--- src/rtl/pp_gate_pkg.sv ---
`timescale 1ns/1ps
package pp_gate_pkg;

    typedef enum logic [2:0] {
        PH_IDLE  = 3'd0,
        PH_A_ON  = 3'd1,
        PH_A_GAP = 3'd2,
        PH_B_ON  = 3'd3,
        PH_B_GAP = 3'd4
    } phase_e;

endpackage

--- src/rtl/pp_cycle_timer.sv ---
`timescale 1ns/1ps
module pp_cycle_timer #(
    parameter int HALF  = 500,
    parameter int SUB_W = $clog2(HALF)
) (
    input  logic             clk,
    input  logic             rst_n,
    output logic [SUB_W-1:0] sub,
    output logic             mid_end,
    output logic             cyc_end
);

    localparam logic [SUB_W-1:0] SUB_LAST = SUB_W'(HALF - 1);

    logic [SUB_W-1:0] sub_q;
    logic             second_q;
    logic             last_sub;

    assign last_sub = (sub_q == SUB_LAST);
    assign sub      = sub_q;
    assign mid_end  = last_sub && !second_q;
    assign cyc_end  = last_sub && second_q;

    always_ff @(posedge clk or negedge rst_n) begin
        if (!rst_n) begin
            sub_q    <= '0;
            second_q <= 1'b0;
        end else if (last_sub) begin
            sub_q    <= '0;
            second_q <= ~second_q;
        end else begin
            sub_q    <= sub_q + SUB_W'(1);
        end
    end

    // the two half-ends alternate, so a period end follows the mid-point
    assert_half_order_R1: assert property (@(posedge clk) disable iff (!rst_n)
        mid_end |=> !mid_end && !cyc_end);

endmodule

--- src/rtl/pp_duty_hold.sv ---
`timescale 1ns/1ps
module pp_duty_hold #(
    parameter int HALF   = 500,
    parameter int GUARD  = 2,
    parameter int DUTY_W = 10,
    parameter int SUB_W  = $clog2(HALF)
) (
    input  logic              clk,
    input  logic              rst_n,
    input  logic [DUTY_W-1:0] duty_cmd,
    input  logic              load,
    output logic [SUB_W-1:0]  clamped,
    output logic [SUB_W-1:0]  on_len
);

    localparam int MAX_ON = HALF - GUARD;
    localparam int WIDE   = (DUTY_W > SUB_W) ? DUTY_W : SUB_W;

    logic [WIDE-1:0] cmd_wide;

    assign cmd_wide = WIDE'(duty_cmd);

    always_comb begin
        if (cmd_wide > WIDE'(MAX_ON)) begin
            clamped = SUB_W'(MAX_ON);
        end else begin
            clamped = cmd_wide[SUB_W-1:0];
        end
    end

    always_ff @(posedge clk or negedge rst_n) begin
        if (!rst_n) begin
            on_len <= '0;
        end else if (load) begin
            on_len <= clamped;
        end
    end

    // the latched on-time only moves at a period start
    assert_hold_stable_R6: assert property (@(posedge clk) disable iff (!rst_n)
        !load |=> $stable(on_len));

    // the latched value never exceeds the guard-limited half period
    assert_clamp_cap_R3: assert property (@(posedge clk) disable iff (!rst_n)
        on_len <= SUB_W'(MAX_ON));

endmodule

--- src/rtl/pp_phase_fsm.sv ---
`timescale 1ns/1ps
module pp_phase_fsm
    import pp_gate_pkg::*;
#(
    parameter int HALF  = 500,
    parameter int GUARD = 2,
    parameter int SUB_W = $clog2(HALF)
) (
    input  logic             clk,
    input  logic             rst_n,
    input  logic             enable,
    input  logic [SUB_W-1:0] sub,
    input  logic             mid_end,
    input  logic             cyc_end,
    input  logic [SUB_W-1:0] clamped,
    input  logic [SUB_W-1:0] on_len,
    output logic             load,
    output logic             gate_a,
    output logic             gate_b,
    output logic             strobe
);

    localparam int MAX_ON = HALF - GUARD;
    localparam int LO_W   = $clog2(GUARD + 1) + 1;

    phase_e state, nxt;
    logic   on_end;
    phase_e a_entry;

    assign on_end  = (({1'b0, sub} + (SUB_W+1)'(1)) == {1'b0, on_len});
    assign a_entry = (clamped != '0) ? PH_A_ON : PH_A_GAP;

    // next-state logic
    always_comb begin
        nxt  = state;
        load = 1'b0;
        if (!enable) begin
            nxt = PH_IDLE;
        end else begin
            unique case (state)
                PH_IDLE: begin
                    if (cyc_end) begin
                        load = 1'b1;
                        nxt  = a_entry;
                    end
                end
                PH_A_ON: begin
                    if (on_end) nxt = PH_A_GAP;
                end
                PH_A_GAP: begin
                    if (mid_end) nxt = (on_len != '0) ? PH_B_ON : PH_B_GAP;
                end
                PH_B_ON: begin
                    if (on_end) nxt = PH_B_GAP;
                end
                PH_B_GAP: begin
                    if (cyc_end) begin
                        load = 1'b1;
                        nxt  = a_entry;
                    end
                end
                default: nxt = PH_IDLE;
            endcase
        end
    end

    // state register
    always_ff @(posedge clk or negedge rst_n) begin
        if (!rst_n) state <= PH_IDLE;
        else        state <= nxt;
    end

    // registered outputs, decoded from the next state
    always_ff @(posedge clk or negedge rst_n) begin
        if (!rst_n) begin
            gate_a <= 1'b0;
            gate_b <= 1'b0;
            strobe <= 1'b0;
        end else begin
            gate_a <= (nxt == PH_A_ON);
            gate_b <= (nxt == PH_B_ON);
            strobe <= load;
        end
    end

    // run-length history of the gate outputs, used by the checks below
    logic            prev_a, prev_b, prev_en;
    logic [SUB_W:0]  hi_run;
    logic [SUB_W:0]  a_len;
    logic [LO_W-1:0] lo_run;

    always_ff @(posedge clk or negedge rst_n) begin
        if (!rst_n) begin
            prev_a  <= 1'b0;
            prev_b  <= 1'b0;
            prev_en <= 1'b0;
            hi_run  <= '0;
            a_len   <= '0;
            lo_run  <= LO_W'(GUARD);
        end else begin
            prev_a  <= gate_a;
            prev_b  <= gate_b;
            prev_en <= enable;
            hi_run  <= (gate_a || gate_b) ? hi_run + (SUB_W+1)'(1) : '0;
            if (gate_a || gate_b)          lo_run <= '0;
            else if (lo_run < LO_W'(GUARD)) lo_run <= lo_run + LO_W'(1);
            if (prev_a && !gate_a)         a_len  <= hi_run;
        end
    end

    assert_no_overlap_R2: assert property (@(posedge clk) disable iff (!rst_n)
        !(gate_a && gate_b));

    assert_on_cap_R3: assert property (@(posedge clk) disable iff (!rst_n)
        hi_run <= (SUB_W+1)'(MAX_ON));

    assert_match_on_R4: assert property (@(posedge clk) disable iff (!rst_n)
        (prev_b && !gate_b && prev_en) |-> (hi_run == a_len));

    assert_dead_gap_R5: assert property (@(posedge clk) disable iff (!rst_n)
        ((gate_a && !prev_a) || (gate_b && !prev_b)) |-> (lo_run >= LO_W'(GUARD)));

    assert_idle_low_R8: assert property (@(posedge clk) disable iff (!rst_n)
        !enable |=> (!gate_a && !gate_b && !strobe));

    assert_b_mid_R1: assert property (@(posedge clk) disable iff (!rst_n)
        (gate_b && !prev_b) |-> (sub == '0));

    assert_strobe_lead_R10: assert property (@(posedge clk) disable iff (!rst_n)
        strobe |-> (gate_a == (on_len != '0)));

    assert_strobe_single_R10: assert property (@(posedge clk) disable iff (!rst_n)
        strobe |=> !strobe);

    assert_a_start_R9: assert property (@(posedge clk) disable iff (!rst_n)
        (gate_a && !prev_a) |-> strobe);

endmodule

--- src/rtl/pp_gate_gen.sv ---
`timescale 1ns/1ps
module pp_gate_gen #(
    parameter int PERIOD_CLKS = 1000,
    parameter int GUARD       = 2,
    parameter int DUTY_W      = 10
) (
    input  logic              clk,
    input  logic              rst_n,
    input  logic              enable,
    input  logic [DUTY_W-1:0] duty_cmd,
    output logic              gate_a,
    output logic              gate_b,
    output logic              cycle_strobe
);

    localparam int HALF  = PERIOD_CLKS / 2;
    localparam int SUB_W = $clog2(HALF);

    logic [SUB_W-1:0] sub;
    logic             mid_end;
    logic             cyc_end;
    logic [SUB_W-1:0] clamped;
    logic [SUB_W-1:0] on_len;
    logic             load;

    pp_cycle_timer #(
        .HALF  (HALF),
        .SUB_W (SUB_W)
    ) u_timer (
        .clk     (clk),
        .rst_n   (rst_n),
        .sub     (sub),
        .mid_end (mid_end),
        .cyc_end (cyc_end)
    );

    pp_duty_hold #(
        .HALF   (HALF),
        .GUARD  (GUARD),
        .DUTY_W (DUTY_W),
        .SUB_W  (SUB_W)
    ) u_duty (
        .clk      (clk),
        .rst_n    (rst_n),
        .duty_cmd (duty_cmd),
        .load     (load),
        .clamped  (clamped),
        .on_len   (on_len)
    );

    pp_phase_fsm #(
        .HALF  (HALF),
        .GUARD (GUARD),
        .SUB_W (SUB_W)
    ) u_fsm (
        .clk     (clk),
        .rst_n   (rst_n),
        .enable  (enable),
        .sub     (sub),
        .mid_end (mid_end),
        .cyc_end (cyc_end),
        .clamped (clamped),
        .on_len  (on_len),
        .load    (load),
        .gate_a  (gate_a),
        .gate_b  (gate_b),
        .strobe  (cycle_strobe)
    );

endmodule

--- config.mk ---
export PLATFORM = sky130hd
export DESIGN_NAME = pp_gate_gen
export DESIGN_NICKNAME = d
export VERILOG_FILES = /design/src/rtl/pp_gate_pkg.sv /design/src/rtl/pp_cycle_timer.sv /design/src/rtl/pp_duty_hold.sv /design/src/rtl/pp_phase_fsm.sv /design/src/rtl/pp_gate_gen.sv
export SDC_FILE = /design/constraint.sdc
export NUM_CORES = 1
export LEC_CHECK = 0
export CAP_MARGIN = 5
export CORE_MARGIN = 2
export CORE_UTILIZATION = 60
export CTS_CLUSTER_DIAMETER = 50
export DETAILED_ROUTE_END_ITERATION = 6
export PLACE_DENSITY = 0.83
export SLEW_MARGIN = 30
export SYNTH_ARGS = -nofsm -noshare
export SYNTH_HDL_FRONTEND = slang
export SYNTH_HIERARCHICAL = 1
export SYNTH_SLANG_ARGS = --single-unit
--- constraint.sdc ---
create_clock -name clk -period 5.9 [get_ports clk]
set_clock_uncertainty 0.1 [all_clocks]
set_input_delay 1.18 -clock clk [delete_from_list [all_inputs] [get_ports clk]]
set_output_delay 1.18 -clock clk [all_outputs]
set_load 0.005 [all_outputs]
Yosys cells after proc, flatten, opt, wreduce, memory -nomap -nowiden. Cells that the tools add are included.

Word-level logic and storage cells: 39. Memories kept: 0. ROM bits: 0. Bits of input ports: 13. Latch bits: 0. Bits in registers: 25. Output and inout port bits: 3. Memory bits (writable): 0.

Divide/modulo/power cells: 0. Reduce and logical (&&, ||, !) cells: 7. Multiply operators: 0. Eq/ne operators: 8. Muxes and demuxes: 13. $add $sub $neg: 2. Order comparisons: 1. Bitwise logic cells: 1. Shift-type cells: 0.

Operators by type and width (count): 3-bit 2-to-1 mux (6); 9-bit 2-to-1 mux (2); 9-bit nonzero test (2); 3-bit case mux with 4 select lines (1); 9-bit by 1-bit adder with 10-bit output (second input constant) (1); 10-bit by 9-bit == test with 1-bit output (1); 10-bit by 9-bit greater-than comparator with 1-bit output (second input constant) (1); 9-bit by 1-bit adder with 9-bit output (second input constant) (1); 3-bit by 2-bit == test with 1-bit output (second input constant) (3); 9-bit == test (second input constant) (1); 3-bit by 1-bit == test with 1-bit output (second input constant) (2); 3-bit == test (second input constant) (1); 3-bit zero test (1); 1-bit 2-to-1 mux (3); 1-bit logical AND (2); 2-bit 2-to-1 mux (1); 2-bit OR reduction (1); 1-bit zero test (1); 1-bit inverter (1).

Depth between registers and ports, before layout. Gate-level depths: netlist of run 1.

Word-level depth: 8. Mapped depth: 9. Depth with buffers taken out: 9.

Hierarchy. The synthesis of run 1 kept the hierarchy.

Modules (own cells, without submodules): pp_phase_fsm (times used 1, seq. area each 150.1 sq um, cells an instance 83, area each 664.4 sq um); pp_cycle_timer (times used 1, seq. area each 250.2 sq um, cells an instance 49, area each 525.5 sq um); pp_duty_hold (times used 1, seq. area each 225.2 sq um, cells an instance 40, area each 444.2 sq um).

Worst setup path before layout of run 1. OpenSTA, ideal clock, no wires.

Path kind: input-to-reg. Start point: in duty_cmd[7]. End point: reg u_fsm.state[0]. Stages: 8. Library setup time: 0.127 ns. Buffers on the path: 0. Slack: 3.074 ns. Arrival: 2.599 ns. Required time: 5.673 ns. Cells stage by stage: and4_1 and2_1 nor3b_1 nor4_1 nand3_1 a32oi_1 nor2_1 or2_2.

Cells in the longest elaborated chain, start to end: 7.

RTL lines: from (decl) (line pp_gate_gen.sv:10) `input logic [DUTY_W-1:0] duty_cmd,`; 10-bit by 9-bit greater-than comparator with 1-bit output (line pp_duty_hold.sv:24) `if (cmd_wide > WIDE'(MAX_ON)) begin`; 9-bit 2-to-1 mux (line pp_duty_hold.sv:24); via clamped[2] (line pp_gate_gen.sv:22) `logic [SUB_W-1:0] clamped;`; 9-bit nonzero test (line pp_phase_fsm.sv:31) `assign a_entry = (clamped != '0) ? PH_A_ON : PH_A_GAP;`; 2-bit 2-to-1 mux (line pp_phase_fsm.sv:31); 3-bit 2-to-1 mux (line pp_phase_fsm.sv:42, pp_phase_fsm.sv:57); 3-bit case mux with 4 select lines (line pp_phase_fsm.sv:40) `unique case (state)`; 3-bit 2-to-1 mux (line pp_phase_fsm.sv:37) `if (!enable) begin`; via u_fsm.nxt[0] (line pp_phase_fsm.sv:26) `phase_e state, nxt;`; to (signal assigned) (line pp_phase_fsm.sv:70) `else state <= nxt;`; to (decl) (line pp_phase_fsm.sv:26).

The timed path passes the listed nets, and every way through them passes these cells. A chain may end at the register's enable or synchronous reset.

Worst setup path after layout of run 1. Ends and elaborated chain as after synthesis.

==> results.json, run 1 <==
{
  "tritoncts": "done",
  "period_share_pct": 54.0,
  "start_util_pct": 64.8,
  "leakage_nw": 0.776,
  "synth_compound_area_share_pct": 15.6,
  "worstHoldPathCells": 1,
  "core-area_sq_um": 2520,
  "drc": 0,
  "switching_share_pct": 23.4,
  "peakVddDrop_v": 0.000143,
  "drv_cap": 0,
  "startpoint_type": "primary input",
  "endpoint_kind": "flop",
  "hpwl_um": 2520,
  "synth_nets": 187,
  "nets": 203,
  "max_freq_mhz": 314,
  "pre_cts_ws_ns": 2.43,
  "diodes": 0,
  "synthSimpleGateAreaFrac_pct": 29.6,
  "clkLatencyLatePin_ns": 0.31,
  "synth_seq_cells": 25,
  "yosysMostFrequentCell": "dfrtp_1",
  "synth_mux_area_share_pct": 5.44,
  "path_cells": "clkdlybuf4s50_1 -> and4_1 -> and2_1 -> nor3b_1 -> nor4_1 -> nand3_1 -> a32oi_1 -> nor2_1 -> or2_2",
  "yosysSeqAreaShare_pct": 38.3,
  "clkTransAtPathRegs_ns": 0.13,
  "fp.dieH_um": 56.2,
  "setup_viol": 0,
  "rows": 18,
  "slew_headroom_pct": 42.1,
  "synthAdderAreaFrac_pct": 1.53,
  "synth_flop_cell": "dfrtp_1",
  "powerDensity_nw_per_um2": 156,
  "cp_num_cells": 9,
  "dr.first_iter.drc_count": 63,
  "first_pass_iters": 5,
  "vias_per_cell": 6.29,
  "grt_overflow": 0,
  "drt-wirelength-per-cell_um": 15.2,
  "setup_tns_ns": 0,
  "hp-class": "reg -> reg",
  "path_buf_inv": 1,
  "yosys.area_share.xor_xnor_pct": 6.43,
  "cts_buffers": 3,
  "yosys.area.top_type": "dfrtp_1",
  "p_sw_uw": 66.3,
  "syn_area_per_cell_sq_um": 9.50,
  "p_int_uw": 218,
  "grtUsageTotal_pct": 22.4,
  "postRouteAntennaNets": 0,
  "fin_ws_ns": 2.71,
  "r2r.worst_path.cells": 7,
  "root_buffer": "clkbuf_4",
  "holdBufCountCts": 0,
  "clock-sinks": 25,
  "crit_path_max_fanout": 4,
  "antenna_found_initial": 0,
  "critPathTopFamily": "simple AND/OR/NAND/NOR gates",
  "grt_pass1_wl_um": 5710,
  "clkPwrFrac_pct": 25.8,
  "status": "completed",
  "synth_top_family_by_area": "simple AND/OR/NAND/NOR gates",
  "slew_violations": 0,
  "ys_async_sr_fraction_pct": 100,
  "area_growth_pct": 11.6,
  "clk_path_buf_depth": 2,
  "synthCells": 172,
  "die-width_um": 56.2,
  "netlist_area_sq_um": 1630,
  "rsz0062_at_grt": "false",
  "htreeDepth": 1,
  "synth_top_area_share_pct": 38.3,
  "place_congestion": 0.894,
  "drt_wl_total_um": 3300,
  "dieArea_sq_um": 3160,
  "yosys-top-cells-count": "dfrtp_1 (25), nor2_1 (13), nand2_1 (9)",
  "crit_required_ns": 6.00,
  "path_class": "in -> reg",
  "max_stage_delay_ns": 0.48,
  "yosys_warnings": 6,
  "grt_max_degree": 26,
  "r2r_slack_ns": 2.87,
  "synth_area_leaders": "dfrtp_1 (38%), mux2_2 (4.1%), xnor2_1 (3.2%)",
  "cp_slowest_cell": "clkdlybuf4s50_1",
  "ios": 16,
  "synth.distinct_cells": 56,
  "p_comb_share_pct": 11.0,
  "pwr-share-seq_pct": 63.2,
  "cts_setup_buffers": 0,
  "worst_pin_slew_ns": 0.865,
  "hold_viol": 0,
  "fin_crit_ns": 3.19,
  "crit_arrival_ns": 3.29,
  "cts-resized-gates": 0,
  "grt_pass1_vias": 1319,
  "detailroute.via_count": 1364,
  "synth_edf_count": 0,
  "port_buffers": 15,
  "drive_above_1_share_pct": 10.7
}
==> power groups by stage <==
stage / clock network, mW / logic (mW) / registers, mW
after floorplan: 0 / 0.0166 / 0.182
after global placement: 0 / 0.0305 / 0.183
after detailed placement: 0 / 0.0312 / 0.183
after CTS: 0.0759 / 0.0313 / 0.180
after global routing: 0.0831 / 0.0349 / 0.180
final: 0.0733 / 0.0312 / 0.179
==> area by class of cell <==
cell class | count | area, sq um
Multi-Input combinational cell | 135 | 958
Inverter | 8 | 30.0
Tap cell | 30 | 37.5
Sequential cell | 25 | 626
Fill cell | 187 | 699
Timing Repair Buffer | 15 | 145
Clock buffer | 4 | 26.3
==> kinds of logic (layout without fill, tap and decap cells) <==
logic type | Yosys count | after routing
DFF | 25 | 25
buffers and inverters | 12 | 27
muxes | 8 | 8
and+or+nand+nor | 78 | 78
adders and majority gates | 2 | 2
AOI/OAI and AO/OA | 35 | 35
xor gates and xnor gates | 12 | 12
==> placed cells by master (no fill, tap or decap), drive strengths merged, types with 4 or more instances in the layout <==
cell           instances
o21ai                  7
clkbuf                 4
nor4                   7
clkdlybuf4s50         14
a31oi                  4
dfrtp                 25
nor2b                  4
nor2                  13
or3                    5
xnor2                  6
a21oi                  4
nor3                   5
inv                    8
xor2                   6
nand2                 10
or2                    6
mux2                   7
nand3                  9
==> sequential cells by signal, indices dropped and copies added, names as in the netlist <==
signal            flops
u_duty/on_len         9
u_timer/sub           9
u_fsm/state           3
u_fsm/gate_a          1
u_fsm/gate_b          1
u_fsm/strobe          1
u_timer/second_q      1
==> through the flow <==
| stage | hold slack [ns] | util [%] | power [mW] | instances | area (sq um) |
|---|---|---|---|---|---|
| after floorplan | 0.356 | - | 0.198 | 172 | 1630 |
| after global placement | 0.407 | 71.4 | 0.213 | 213 | 1800 |
| after detailed placement | 0.407 | 71.2 | 0.214 | 213 | 1800 |
| after CTS | 0.429 | 72.3 | 0.287 | 217 | 1820 |
| after global routing | 0.446 | 72.3 | 0.298 | 217 | 1820 |
| final | 0.441 | 72.3 | 0.284 | 217 | 1820 |
==> layer usage <==
layer  global-route usage [%]  share of wire, %  vias to the layer above
met3                     2.79               5.1                        4
met2                     35.5                47                       46
li1                         -                 -                      683
met4                     7.82              0.88                        0
met1                     31.7                47                      631
met5                        0                 0                        -
==> worst paths after layout <==
check                                        startpoint                      endpoint
min in group asynchronous                         rst_n      u_timer/sub[7]$_DFF_PN0_
min reg2reg                u_timer/second_q$_DFFE_PN0N_  u_timer/second_q$_DFFE_PN0N_
max reg2reg                    u_timer/sub[0]$_DFF_PN0_  u_duty/on_len[8]$_DFFE_PN0P_
max                                         duty_cmd[7]      u_fsm/state[0]$_DFF_PN0_
max in group asynchronous                         rst_n  u_duty/on_len[1]$_DFFE_PN0P_
min                        u_timer/second_q$_DFFE_PN0N_  u_timer/second_q$_DFFE_PN0N_
Power figures use the tool's default switching activity.
==> run 2: changes to the inputs <==
CORE_UTILIZATION = 51   (was 60)
PLACE_DENSITY = 0.75   (was 0.83)
clock period = 2.65 ns   (was 5.9 ns; I/O delays follow)
==> results.json, run 2 (synthesized netlist as in run 1, its figures left out) <==
{
  "period_share_pct": 92.9,
  "postRouteAntennaNets": 0,
  "grt_pass1_vias": 1485,
  "place_congestion": 0.885,
  "hpwl_um": 2850,
  "hold_viol": 0,
  "peakVddDrop_v": 0.000239,
  "drt-wirelength-per-cell_um": 14.8,
  "hp-class": "in -> async",
  "grtUsageTotal_pct": 22.4,
  "crit_path_max_fanout": 7,
  "setup_viol": 0,
  "fin_ws_ns": 0.188,
  "die-width_um": 60.6,
  "rsz0062_at_grt": "false",
  "vias_per_cell": 5.98,
  "grt_pass1_wl_um": 6220,
  "worst_pin_slew_ns": 0.543,
  "powerDensity_nw_per_um2": 331,
  "port_buffers": 15,
  "status": "completed",
  "area_growth_pct": 21.4,
  "cts_setup_buffers": 0,
  "detailroute.via_count": 1482,
  "dieArea_sq_um": 3670,
  "tritoncts": "done",
  "power_uw": 657,
  "endpoint_kind": "flop",
  "startpoint_type": "flop",
  "ios": 16,
  "crit_arrival_ns": 2.59,
  "grt_max_degree": 26,
  "slew_headroom_pct": 63.8,
  "root_buffer": "clkbuf_4",
  "drive_above_1_share_pct": 18.6,
  "cts_buffers": 3,
  "clk_path_buf_depth": 2,
  "fin_crit_ns": 2.46,
  "pre_cts_ws_ns": -0.104,
  "slew_violations": 0,
  "leakage_nw": 0.859,
  "n_fill_cell": 267,
  "fp.dieH_um": 60.6,
  "first_pass_iters": 5,
  "start_util_pct": 53.5,
  "final_common_cell": "dfrtp_1",
  "crit_required_ns": 2.77,
  "max_freq_mhz": 406,
  "path_class": "reg -> reg",
  "clock-sinks": 25,
  "drv_cap": 0,
  "grt_overflow": 0,
  "htreeDepth": 1,
  "drc": 0,
  "drt_wl_total_um": 3670,
  "mostFrequentLayoutCells": "dfrtp_1 (25), buf_4 (17), clkdlybuf4s50_1 (15)",
  "antenna_found_initial": 0,
  "rows": 20,
  "dr.first_iter.drc_count": 89,
  "nets": 220,
  "clkLatencyLatePin_ns": 0.32,
  "clkTransAtPathRegs_ns": 0.15,
  "r2r.worst_path.cells": 9,
  "diodes": 0,
  "core-area_sq_um": 3050
}
[run 2: worst paths after layout]
check / from / endpoint / slack, ns
max in group asynchronous: rst_n / u_duty/on_len[2]$_DFFE_PN0P_ / 1.77
setup reg to reg: u_timer/sub[1]$_DFF_PN0_ / u_fsm/state[1]$_DFF_PN0_ / 0.19
hold / removal: rst_n / u_timer/sub[7]$_DFF_PN0_ / 0.44
min in group clk: u_timer/second_q$_DFFE_PN0N_ / u_timer/second_q$_DFFE_PN0N_ / 0.44
setup / recovery: u_timer/sub[1]$_DFF_PN0_ / u_fsm/state[1]$_DFF_PN0_ / 0.19
hold reg to reg: u_timer/second_q$_DFFE_PN0N_ / u_timer/second_q$_DFFE_PN0N_ / 0.44
[run 2: routing by layer]
metal | vias to the layer above | global-route usage (%) | wire length [um]
met5 | - | 0 | 0
met2 | 43 | 40.4 | 1890
met1 | 720 | 25.2 | 1520
li1 | 710 | - | -
met3 | 9 | 4.26 | 182
met4 | 0 | 10.9 | 72
[run 2: stage by stage]
| step | setup TNS, ns | instance area, sq um | util, % | hold slack, ns | std cells |
|---|---|---|---|---|---|
| floorplan | 0 | 1630 | - | 0.134 | 172 |
| global placement | -0.0797 | 1950 | 63.8 | 0.397 | 244 |
| detailed placement | -0.200 | 1950 | 63.8 | 0.392 | 244 |
| CTS | 0 | 1980 | 64.8 | 0.419 | 248 |
| global route | 0 | 1980 | 65.0 | 0.459 | 248 |
| finish | 0 | 1980 | 65.0 | 0.438 | 248 |
[run 2: where the power goes]
group / switching (mW) / internal (mW) / leakage [nW]
clock network: 0.122 / 0.0577 / 0.0139
logic: 0.0352 / 0.0426 / 0.527
registers: 0.00948 / 0.390 / 0.319
[run 2: layout make-up]
class                      instances  area [sq um]  area share (%)
clock inverter                     1          7.51           0.379
multi-input combinational        135           965            48.6
clock buffer                       3          22.5            1.14
tap                               44          55.1            2.78
inverter                           8          30.0            1.51
sequential                        25           626            31.5
timing repair buffer              32           278            14.0
[run 2: what timing repair did]
| item | 4_1_cts | 5_1_grt |
|---|---|---|
| gates resized for setup | 0 | 1 |
| hold buffers | 0 | 0 |
| setup endpoints to repair | 0 | 2 |
[run 2: worst max-delay path, cell delays in order (launching register included)]
cell and delay [ns]:
dfrtp_1 0.49, ha_1 0.27, nand3b_4 0.14, nor4_2 0.30
buf_4 0.18, and4b_1 0.20, nor4b_1 0.07, nor2_1 0.21
o22ai_1 0.09, or3_1 0.32
==> run 3: changes to the inputs <==
CORE_MARGIN = 10   (was 2)
==> results.json, run 3 (synthesized netlist as in run 1, its figures left out) <==
{
  "power_uw": 656,
  "holdWs_ns": 0.405,
  "rsz0062_at_grt": "false",
  "clkTransAtPathRegs_ns": 0.15,
  "wl_met2_um": 1870,
  "powerDensity_nw_per_um2": 331,
  "drive_above_1_share_pct": 18.5,
  "crit_required_ns": 2.78,
  "diodes": 0,
  "tritoncts": "done",
  "worstSetupEndpoint": "u_fsm/state[0]$_DFF_PN0_",
  "leakage_nw": 0.867,
  "startpoint": "u_timer/sub[1]$_DFF_PN0_",
  "start_util_pct": 53.5,
  "startpoint_type": "flop",
  "r2r_start": "u_timer/sub[1]$_DFF_PN0_",
  "top_layer": "met4",
  "postRouteAntennaNets": 0,
  "clkLatencyLatePin_ns": 0.32,
  "crit_arrival_ns": 2.58,
  "mostFrequentLayoutCells": "dfrtp_1 (25), buf_4 (18), clkdlybuf4s50_1 (15)",
  "setup_viol": 0,
  "core-area_sq_um": 3050,
  "clkPwrFrac_pct": 27.2,
  "htreeDepth": 1,
  "hold_viol": 0,
  "hp-class": "reg -> reg",
  "switching_share_pct": 25.4,
  "status": "completed",
  "root_buffer": "clkbuf_4",
  "p_sw_uw": 167,
  "path_class": "reg -> reg",
  "cts_setup_buffers": 0,
  "drt_wl_total_um": 3720,
  "r2r.worst_path.cells": 9,
  "area_growth_pct": 21.3,
  "grtUsageTotal_pct": 13.0,
  "max_freq_mhz": 409,
  "first_pass_iters": 4,
  "port_buffers": 15,
  "antenna_found_initial": 0,
  "period_share_pct": 92.3,
  "ios": 16,
  "p_int_uw": 489,
  "cts-resized-gates": 0,
  "layout.cells.non_filler": 249,
  "fin_ws_ns": 0.205,
  "drv_cap": 0,
  "wl_met1_um": 1660,
  "fp.dieH_um": 76.6,
  "r2r_slack_ns": 0.20,
  "p_comb_share_pct": 11.8,
  "clock-sinks": 25,
  "wl_met3_um": 173,
  "worst_pin_slew_ns": 0.558,
  "dieArea_sq_um": 5870,
  "hpwl_um": 2920,
  "nets": 221,
  "grt_max_degree": 26,
  "clk_path_buf_depth": 2,
  "vias_per_cell": 5.90,
  "detailroute.via_count": 1468,
  "die-width_um": 76.6,
  "pwr-share-seq_pct": 61.0,
  "place_congestion": 0.851,
  "grt_pass1_wl_um": 6580,
  "dp_cells": 245,
  "dr.first_iter.drc_count": 72,
  "drc": 0,
  "endpoint_kind": "flop",
  "peakVddDrop_v": 0.000166,
  "pre_cts_ws_ns": -0.106,
  "r2r-end": "u_fsm/state[0]$_DFF_PN0_",
  "cts_buffers": 3,
  "grt_overflow": 0,
  "crit_path_max_fanout": 7,
  "fin_crit_ns": 2.45,
  "final_common_cell": "dfrtp_1",
  "slew_headroom_pct": 62.8,
  "drt-wirelength-per-cell_um": 14.9,
  "n_fill_cell": 270,
  "rows": 20,
  "holdBufCountCts": 0,
  "final_core_util_pct": 64.9,
  "grt_pass1_vias": 1489,
  "slew_violations": 0
}
-- run 3: worst min path at each step --
stage,slack (ns),start,endpoint,depth (start not counted)
floorplan,0.13,rst_n,u_duty/on_len[0]$_DFFE_PN0P_,0
global placement,0.39,u_timer/second_q$_DFFE_PN0N_,u_timer/second_q$_DFFE_PN0N_,1
detailed placement,0.39,u_timer/second_q$_DFFE_PN0N_,u_timer/second_q$_DFFE_PN0N_,1
CTS,0.42,u_timer/second_q$_DFFE_PN0N_,u_timer/second_q$_DFFE_PN0N_,1
global route,0.44,rst_n,u_timer/sub[7]$_DFF_PN0_,2
finish,0.40,u_timer/second_q$_DFFE_PN0N_,u_timer/second_q$_DFFE_PN0N_,1
-- run 3: layer usage --
metal / global-route usage (%) / vias to the layer above
li1: - / 712
met1: 15.2 / 708
met2: 22.4 / 44
met3: 2.95 / 4
met4: 4.65 / 0
met5: 0 / -
-- run 3: stage by stage --
step	instance area (sq um)	TNS, ns
floorplan	1630	0
global placement	1950	-0.0748
detailed placement	1950	-0.190
CTS	1980	0
global route	1980	0
finish	1980	0
-- run 3: worst max-delay path: stages (launching register included) --
cell	delay, ns
dfrtp_1	0.49
ha_1	0.26
nand3b_4	0.09
nor4_1	0.32
buf_4	0.18
and4b_1	0.22
nor4b_1	0.08
a32oi_1	0.22
nor2_1	0.09
or2_2	0.30
-- run 3: area by class of cell --
type | instances | area, sq um | area share (%)
well taps | 44 | 55.1 | 2.78
flip-flops and latches | 25 | 626 | 31.6
clock buffers | 3 | 22.5 | 1.14
inverters | 8 | 30.0 | 1.52
multi-input cells | 135 | 958 | 48.4
clock inverters | 1 | 5.00 | 0.253
repair buffers | 33 | 285 | 14.4
-- run 3: power by group through the flow --
stage | logic, mW | clock network (mW) | registers [mW]
floorplan | 0.0369 | 0 | 0.404
CTS | 0.0780 | 0.183 | 0.400
global route | 0.0859 | 0.202 | 0.401
global placement | 0.0748 | 0 | 0.406
detailed placement | 0.0779 | 0 | 0.407
finish | 0.0774 | 0.179 | 0.400
